==> src/rtl/trace_seq3_pkg.sv <==
`timescale 1ns/1ps
package trace_seq3_pkg;

    typedef enum logic [1:0] {
        SQ_NONE = 2'd0,
        SQ_S1   = 2'd1,
        SQ_S2   = 2'd2,
        SQ_S3   = 2'd3
    } sq_state_e;

    localparam int TRN_CNT   = 6;
    localparam int REG_BASE  = 32'h60;
    localparam int REG_STATE = 32'h67;

    typedef struct packed {
        sq_state_e src;
        sq_state_e dst;
    } trn_arc_t;

    typedef struct packed {
        logic      wr;
        sq_state_e val;
    } st_req_t;

    // Source and destination of each selector slot, by slot index
    function automatic trn_arc_t arc_of(input int idx);
        trn_arc_t a;
        case (idx)
            0:       a = '{src: SQ_S1, dst: SQ_S2};
            1:       a = '{src: SQ_S2, dst: SQ_S1};
            2:       a = '{src: SQ_S2, dst: SQ_S3};
            3:       a = '{src: SQ_S3, dst: SQ_S1};
            4:       a = '{src: SQ_S3, dst: SQ_S2};
            default: a = '{src: SQ_S1, dst: SQ_S3};
        endcase
        return a;
    endfunction

endpackage

==> src/rtl/trace_seq3_regs.sv <==
`timescale 1ns/1ps
module trace_seq3_regs
    import trace_seq3_pkg::*;
#(
    parameter int ADDR_W    = 12,
    parameter int DATA_W    = 32,
    parameter int SEL_W     = 7,
    parameter int NEVER_SEL = 127
) (
    input  logic                            clk,
    input  logic                            rst,
    input  logic                            ext_mode,
    input  logic                            bus_we,
    input  logic                            bus_re,
    input  logic [ADDR_W-1:0]               bus_addr,
    input  logic [DATA_W-1:0]               bus_wdata,
    input  sq_state_e                       cur_state,
    output logic [TRN_CNT-1:0][SEL_W-1:0]   sel_bank,
    output st_req_t                         st_req,
    output logic                            ev_wr,
    output logic [DATA_W-1:0]               bus_rdata
);
    localparam int RN_W = ADDR_W - 2;

    logic [RN_W-1:0]    reg_num;
    logic [TRN_CNT-1:0] sel_hit;
    logic               st_hit;
    logic               unused_bits;

    assign reg_num     = bus_addr[ADDR_W-1:2];
    assign st_hit      = (reg_num == RN_W'(REG_STATE));
    assign unused_bits = ^{bus_wdata[DATA_W-1:SEL_W], bus_addr[1:0]};

    for (genvar i = 0; i < TRN_CNT; i++) begin : g_sel
        assign sel_hit[i] = (reg_num == RN_W'(REG_BASE + i));
        always_ff @(posedge clk) begin
            if (rst) begin
                sel_bank[i] <= SEL_W'(NEVER_SEL);
            end else if (bus_we && sel_hit[i]) begin
                sel_bank[i] <= bus_wdata[SEL_W-1:0];
            end
        end
    end

    assign ev_wr      = bus_we && (|sel_hit);
    assign st_req.wr  = bus_we && st_hit && ext_mode && (bus_wdata[1:0] != 2'd0);
    assign st_req.val = sq_state_e'(bus_wdata[1:0]);

    always_comb begin
        bus_rdata = '0;
        if (bus_re) begin
            if (st_hit) begin
                bus_rdata = {{(DATA_W-2){1'b0}}, cur_state};
            end else if (ext_mode) begin
                for (int i = 0; i < TRN_CNT; i++) begin
                    if (sel_hit[i]) begin
                        bus_rdata = DATA_W'(sel_bank[i]);
                    end
                end
            end
        end
    end

endmodule

==> src/rtl/trace_seq3_next.sv <==
`timescale 1ns/1ps
module trace_seq3_next
    import trace_seq3_pkg::*;
#(
    parameter int EV_W      = 128,
    parameter int SEL_W     = 7,
    parameter int NEVER_SEL = 127
) (
    input  sq_state_e                      cur_state,
    input  logic [TRN_CNT-1:0][SEL_W-1:0]  sel_bank,
    input  logic [EV_W-1:0]                ev_in,
    output sq_state_e                      nxt_state
);
    logic [TRN_CNT-1:0] fire;

    for (genvar i = 0; i < TRN_CNT; i++) begin : g_fire
        assign fire[i] = (sel_bank[i] != SEL_W'(NEVER_SEL)) && ev_in[sel_bank[i]];
    end

    logic [2:0] hit_cnt;
    sq_state_e  hit_dst;

    always_comb begin
        hit_cnt = '0;
        hit_dst = cur_state;
        for (int i = 0; i < TRN_CNT; i++) begin
            if (fire[i] && (arc_of(i).src == cur_state)) begin
                hit_cnt = hit_cnt + 3'd1;
                hit_dst = arc_of(i).dst;
            end
        end
        nxt_state = (hit_cnt == 3'd1) ? hit_dst : cur_state;
    end

endmodule

==> src/rtl/trace_seq3.sv <==
`timescale 1ns/1ps
module trace_seq3
    import trace_seq3_pkg::*;
#(
    parameter int EV_W   = 128,
    parameter int ADDR_W = 12,
    parameter int DATA_W = 32
) (
    input  logic              clk,
    input  logic              rst,
    input  logic              prog_mode,
    input  logic              ext_mode,
    input  logic              bus_we,
    input  logic              bus_re,
    input  logic [ADDR_W-1:0] bus_addr,
    input  logic [DATA_W-1:0] bus_wdata,
    output logic [DATA_W-1:0] bus_rdata,
    input  logic [EV_W-1:0]   ev_in,
    output logic [1:0]        state_o
);
    localparam int SEL_W     = $clog2(EV_W);
    localparam int NEVER_SEL = EV_W - 1;

    sq_state_e                     state_q;
    sq_state_e                     nxt_state;
    logic                          prog_q;
    logic                          pinned_q;
    logic                          ev_wr;
    st_req_t                       st_req;
    logic [TRN_CNT-1:0][SEL_W-1:0] sel_bank;

    trace_seq3_regs #(
        .ADDR_W(ADDR_W), .DATA_W(DATA_W), .SEL_W(SEL_W), .NEVER_SEL(NEVER_SEL)
    ) u_regs (
        .clk(clk), .rst(rst), .ext_mode(ext_mode),
        .bus_we(bus_we), .bus_re(bus_re), .bus_addr(bus_addr),
        .bus_wdata(bus_wdata), .cur_state(state_q), .sel_bank(sel_bank),
        .st_req(st_req), .ev_wr(ev_wr), .bus_rdata(bus_rdata)
    );

    trace_seq3_next #(
        .EV_W(EV_W), .SEL_W(SEL_W), .NEVER_SEL(NEVER_SEL)
    ) u_next (
        .cur_state(state_q), .sel_bank(sel_bank), .ev_in(ev_in),
        .nxt_state(nxt_state)
    );

    always_ff @(posedge clk) begin
        if (rst) begin
            state_q  <= SQ_S1;
            prog_q   <= 1'b0;
            pinned_q <= 1'b0;
        end else begin
            prog_q <= prog_mode;
            if (st_req.wr) begin
                pinned_q <= 1'b1;
            end else if (ev_wr) begin
                pinned_q <= 1'b0;
            end
            if (st_req.wr) begin
                state_q <= st_req.val;
            end else if (prog_q && !prog_mode) begin
                state_q <= (ext_mode && pinned_q) ? state_q : SQ_S1;
            end else if (!prog_mode) begin
                state_q <= nxt_state;
            end
        end
    end

    assign state_o = state_q;

endmodule

==> config.mk <==
export PLATFORM = sky130hd
export DESIGN_NAME = trace_seq3
export DESIGN_NICKNAME = d
export VERILOG_FILES = /design/src/rtl/trace_seq3_pkg.sv /design/src/rtl/trace_seq3_regs.sv /design/src/rtl/trace_seq3_next.sv /design/src/rtl/trace_seq3.sv
export SDC_FILE = /design/constraint.sdc
export NUM_CORES = 1
export LEC_CHECK = 0
export BUFFER_PORTS_ARGS = -buffer_cell sky130_fd_sc_hd__buf_2
export CORE_MARGIN = 5
export CORE_UTILIZATION = 34
export CTS_CLUSTER_DIAMETER = 80
export DETAILED_ROUTE_END_ITERATION = 16
export PLACE_DENSITY = 0.61
export SLEW_MARGIN = 10
export SYNTH_ARGS = -nofsm -noshare
export SYNTH_HDL_FRONTEND = slang
export SYNTH_HIERARCHICAL = 1
export SYNTH_SLANG_ARGS = --single-unit
==> constraint.sdc <==
create_clock -name clk -period 8.55 [get_ports clk]
set_input_delay 0.855 -clock clk [delete_from_list [all_inputs] [get_ports clk]]
set_output_delay 0.855 -clock clk [all_outputs]
set_load 0.05 [all_outputs]
# == Yosys cells after proc, flatten, opt, wreduce, memory -nomap -nowiden ==
# Cells that the tools add are included.
# op_classes
addsub,5
order_cmp,6
n_eq_ne,19
n_mux,40
reduce_logical,31
# ops
op,n
2-to-1 mux 32 bit,3
== test 10 x 7 -> 1 bit (second input constant),7
< comparator 7 x 8 -> 1 bit (second input constant),6
binary-select mux 1 bit (select 7 bit),6
2-to-1 mux 7 bit,6
inequality test 7 bit (second input constant),6
logical AND 1 bit,24
2-to-1 mux 2 bit,11
2-to-1 mux 3 bit,5
adder 3 x 1 -> 3 bit (second input constant),4
2-to-1 mux 1 bit,9
nonzero test 8 bit,1
OR reduction 6 bit,1
== test 2 bit (first input constant),2
AND reduction 4 bit,1
nonzero test 2 bit,2
== test 3 x 1 -> 1 bit (second input constant),1
inequality test 3 x 1 -> 1 bit (second input constant),1
inequality test 3 bit (second input constant),1
nonzero test 3 bit,1
adder 1 x 1 -> 2 bit (second input constant),1
== test 1 x 2 -> 1 bit (first input constant),1
logical NOT 1 bit,1
# totals
ff_bits,46
inputBits,178
out_inout_bits,34

# == Logic depth before layout (Yosys ltp) ==
# depth
word_depth,20
ltp_mapped,27
mapped_depth_nobuf,24

# == Hierarchy ==
# The synthesis kept the hierarchy.
# by_module_without_submodules
mod,instances,cells_each,area_each_um2
trace_seq3_next,1,563,7066.8
trace_seq3_regs,1,291,2307.2
trace_seq3,1,20,176.4

# == Least setup slack after synthesis ==
# Ideal clock, no wire load.
# synth_timing
path_kind,register -> register
startpoint,register u_regs/sel_bank[0] (netlist name)
endpoint,"register state_q[1], in the netlist state_o[1]"
setup_time_ns,0.091
arrival_time_ns,5.916
required_ns,8.459
slack_ns,2.543
stages_incl_launch_ff,23
period_less_slack_ns,6.007
path_cell_list,dfxtp_1 -> buf_2 -> buf_2 -> buf_2 -> mux4_2 -> mux4_2 -> mux4_2 -> o211ai_1 -> a21oi_1 -> inv_1 -> ha_1 -> xor2_2 -> ha_1 -> nand2_1 -> o21ai_0 -> ha_1 -> mux2_2 -> ha_1 -> or4_4 -> a311oi_1 -> a2bb2oi_1 -> nand3b_1 -> a311oi_1
# synth_between
elab_chain_cells,18
elab_cells_between_ends,20
# synth_lines
item,line,source
from (decl),trace_seq3_regs.sv:18,"output logic [TRN_CNT-1:0][SEL_W-1:0] sel_bank,"
"from (signal, indexed assignment)",trace_seq3_regs.sv:38,sel_bank[i] <= SEL_W'(NEVER_SEL);
"from (signal, indexed assignment)",trace_seq3_regs.sv:40,sel_bank[i] <= bus_wdata[SEL_W-1:0];
binary-select mux 1 bit (select 7 bit),trace_seq3_next.sv:17,assign fire[i] = (sel_bank[i] != SEL_W'(NEVER_SEL)) && ev_in[sel_bank[i]];
2-to-1 mux 1 bit (implied by the code),trace_seq3_next.sv:17,
logical AND 1 bit *,trace_seq3_next.sv:17,
logical AND 1 bit *,trace_seq3_next.sv:27,if (fire[i] && (arc_of(i).src == cur_state)) begin
2-to-1 mux 1 bit,trace_seq3_next.sv:27,
adder 1 x 1 -> 2 bit,trace_seq3_next.sv:28,hit_cnt = hit_cnt + 3'd1;
2-to-1 mux 3 bit,trace_seq3_next.sv:27,
adder 3 x 1 -> 3 bit,trace_seq3_next.sv:28,
[2 not listed],n/a,
2-to-1 mux 3 bit,trace_seq3_next.sv:27,
adder 3 x 1 -> 3 bit,trace_seq3_next.sv:28,
2-to-1 mux 3 bit,trace_seq3_next.sv:27,
adder 3 x 1 -> 3 bit,trace_seq3_next.sv:28,
2-to-1 mux 3 bit,trace_seq3_next.sv:27,
== test 3 x 1 -> 1 bit,trace_seq3_next.sv:32,nxt_state = (hit_cnt == 3'd1) ? hit_dst : cur_state;
nonzero test 3 bit (no source line),n/a,
AND reduction 4 bit (no source line) *,n/a,
to (signal assigned),trace_seq3.sv:61,state_q <= st_req.val;
to (signal assigned),trace_seq3.sv:63,state_q <= (ext_mode && pinned_q) ? state_q : SQ_S1;
to (signal assigned),trace_seq3.sv:65,state_q <= nxt_state;
to (decl),trace_seq3.sv:24,sq_state_e state_q;
# Mark *: on every way between the ends. The rest lies on a longest branch, timed or not. The select of a mux whose other input is x is not followed.
# A chain may end at the register's enable or synchronous reset.

# == Final worst setup path ==
# Ends and elaborated chain as after synthesis.

==> impl_metrics.toml <==
[synth]
synth_edf_count = 0
yosysSeqAreaShare_pct = 9.64
synth_area_um2 = 9550
yosysWarnings = 6
ys_seq_elements = 46
ys_types = 73
synth_area_leaders = "mux4_2 43%, dfxtp_1 9.6%, mux2i_1 6.2%, mux4_1 5.0%, a31oi_1 3.5%"
synth.largest_area_cell = "mux4_2"
synth_top_area_share_pct = 43.4
synth-main-ff-cell = "dfxtp_1"
syn_area_per_cell_um2 = 10.9
async_flop_share_pct = 0
syn_inst = 874

[routing]
postRouteAntennaNets = 0
dr.first_iter.drc_count = 1228
routed_wl_mm = 37.0
remaining_drc_errors = 0
first_pass_iters = 5
wire_per_inst_um = 27.4
viasPerCell = 6.79
vias = 9153

[floorplanning]
die_x_um = 178
die_h_um = 178
design.core.area_um2 = 27800
pin_count = 212
core.rowCount = 61
dieArea_um2 = 31500
initial_core_util_pct = 34.4

[cells_and_area]
final_cell_mix = "184 x mux4_2, 159 x buf_2, 59 x mux2i_1"
final_common_cell = "mux4_2"
syn_to_final_growth_pct = 10.3
antenna_cells = 0
drive_gt1_share_pct = 42.0
fin_area_um2 = 10500
finish.utilization_pct = 37.9
fin_nets = 1153

[clock_tree]
htree_levels = 2
clk_path_buf_depth = 2
cts_sinks = 46
cts_tree = "done"
clk_latency_ns = 0.29
cts-root-buf = "clkbuf_16"
ctsResizeCount = 0
clk_pin_slew_worst_paths_ns = 0.07
cts_hold_buf = 0
post_cts_buffers = 0
cts_buffers = 5

[timing]
fin_tns_setup_ns = 0
slew_headroom_pct = 23.4
maxClockFrequency_mhz = 149
rsz0062_at_grt = "false"
timing.final.crit_share_pct = 78.5
hold_viol = 0
setup-violations-final = 0
worstMarginPinSlew_ns = 1.14
skew_ns = 0.0120
slew_viol_final = 0
fin_crit_ns = 6.71
setup_slack_ns = 1.84

[power_and_ir_drop]
p_per_area_nw_per_um2 = 66.6
vdd_drop_max_mv = 0.0853
leakage_nw = 4.77

[setup_path]
worst_ep_arrival_time_ns = 6.90
crit_fanout = 26
path_class = "reg -> reg"
cp_slowest_cell = "dfxtp_2"
worstSetupEndpointType = "flip-flop"
worstSetupStartpointType = "flip-flop"
cpPeakStageDelay_ns = 0.95
required_ns = 8.73
cp_common_cell = "ha_1"
cp_cell_sequence = "buf_4, mux4_2, mux4_2, mux4_2, o211ai_1, a21oi_1, inv_1, ha_1, xor2_2, ha_1, nand2_1, o21ai_0, ha_1, mux2_2, ha_1, or4_4, a311oi_1, a2bb2oi_1, nand3b_1, a311oi_1"

[global_routing]
antenna_found_initial = 2
use_met1_pct = 31.6
grt_max_degree = 47
grtUsageTotal_pct = 22.6
grt_overflow = 0
grt-busiest-layer = "met2"
use_met3_pct = 5.45
met2_usage_pct = 35.3
grt_pass1_wl_mm = 55.1
grt_pass1_vias = 8752

[place]
gp_congestion = 0.956
hpwl_mm = 26.9
port_buffers = 159
dpl_cell_area_um2 = 10400
place_ws_ns = 1.84

[job]
cap_violations = 0

[worst_hold_path]
hp-class = "reg -> reg"

[outcome]
status = "finished clean"
-- stage by stage --
stage,total power (W),std cells,hold slack [ns]
floorplan,0.000384,898,0.445
global placement,0.000475,1341,0.467
detailed placement,0.000479,1341,0.478
CTS,0.000697,1349,0.493
global route,0.000724,1349,0.525
finish,0.000701,1349,0.492
-- final timing paths --
kind              depth (start not counted)                             from                       to  slack (ns)
setup reg to reg                         20  u_regs/sel_bank[0]$_SDFFE_PP1P_  state_o[1]$_SDFFE_PP0P_        1.84
hold / removal                            2            pinned_q$_SDFFE_PP0P_    pinned_q$_SDFFE_PP0P_        0.49
setup / recovery                         20  u_regs/sel_bank[0]$_SDFFE_PP1P_  state_o[1]$_SDFFE_PP0P_        1.84
hold reg to reg                           2            pinned_q$_SDFFE_PP0P_    pinned_q$_SDFFE_PP0P_        0.49
-- power breakdown --
| part | internal [W] | switching, W | total (W) |
|---|---|---|---|
| clock network | 0.000138 | 0.0000815 | 0.000220 |
| registers | 0.000215 | 0.00000244 | 0.000218 |
| logic | 0.000124 | 0.000141 | 0.000264 |
| total | 0.000477 | 0.000224 | 0.000701 |
-- cells by family (layout without fill, tap and decap cells) --
| logic type | count (synthesis) | in the layout | synth area share [%] |
|---|---|---|---|
| AOI/OAI and AO/OA | 191 | 191 | 13.0 |
| xor gates and xnor gates | 4 | 4 | 0.446 |
| adders and majority gates | 5 | 5 | 0.655 |
| buffers and inverters | 173 | 246 | 9.77 |
| DFF | 46 | 46 | 9.64 |
| muxes | 278 | 278 | 56.8 |
| other | 1 | 25 | 0.0393 |
| and+or+nand+nor | 176 | 176 | 9.62 |
-- registers in the layout, summed over array words and instances, names as in the netlist --
signal	cells
pinned_q	1
state_o	2
prog_q	1
u_regs/sel_bank	42
-- routing by layer --
metal / up-vias / part of all wire (%)
met4: 0 / 2.9
met5: - / 0
met2: 771 / 46
li1: 3764 / -
met1: 4545 / 39
met3: 73 / 13
-- cell type report --
| cell class | count | area [um^2] |
|---|---|---|
| Tap cell | 378 | 473 |
| Fill cell | 2773 | 17200 |
| Inverter | 58 | 218 |
| Sequential cell | 46 | 930 |
| Clock buffer | 6 | 129 |
| Clock inverter | 2 | 37.5 |
| Multi-Input combinational cell | 679 | 7790 |
| Timing Repair Buffer | 180 | 953 |
-- worst max-delay path: cells and delay by family, from the launching register on --
| family | cells | cell delay (ns) |
|---|---|---|
| xor gates and xnor gates | 1 | 0.21 |
| muxes | 4 | 1.82 |
| and+or+nand+nor | 3 | 0.70 |
| DFF | 1 | 0.95 |
| AOI/OAI and AO/OA | 6 | 1.18 |
| buffers and inverters | 2 | 0.46 |
| adders and majority gates | 4 | 1.26 |
-- Yosys cell counts, drive strengths merged (2+ instances only) --
cell	count
clkbuf	32
mux2i	59
nand4bb	2
nand3b	4
xor2	4
o221ai	4
or4	2
nor3	16
nor2	44
and3	2
nand3	15
dfxtp	46
mux2	15
a211o	2
nand4	9
a32oi	2
ha	5
nor2b	11
o211ai	2
nand2	41
inv	56
a221oi	3
nor4	7
and2b	3
o31a	2
a211oi	6
or3b	3
a311oi	5
o31ai	3
a22oi	11
a21oi	20
mux4	204
o311ai	2
a31o	2
clkinv	2
a31oi	53
o21ai	53
a311o	2
o22ai	8
buf	82
nand2b	10
o2111ai	3
(Power assumes the default switching activity.)
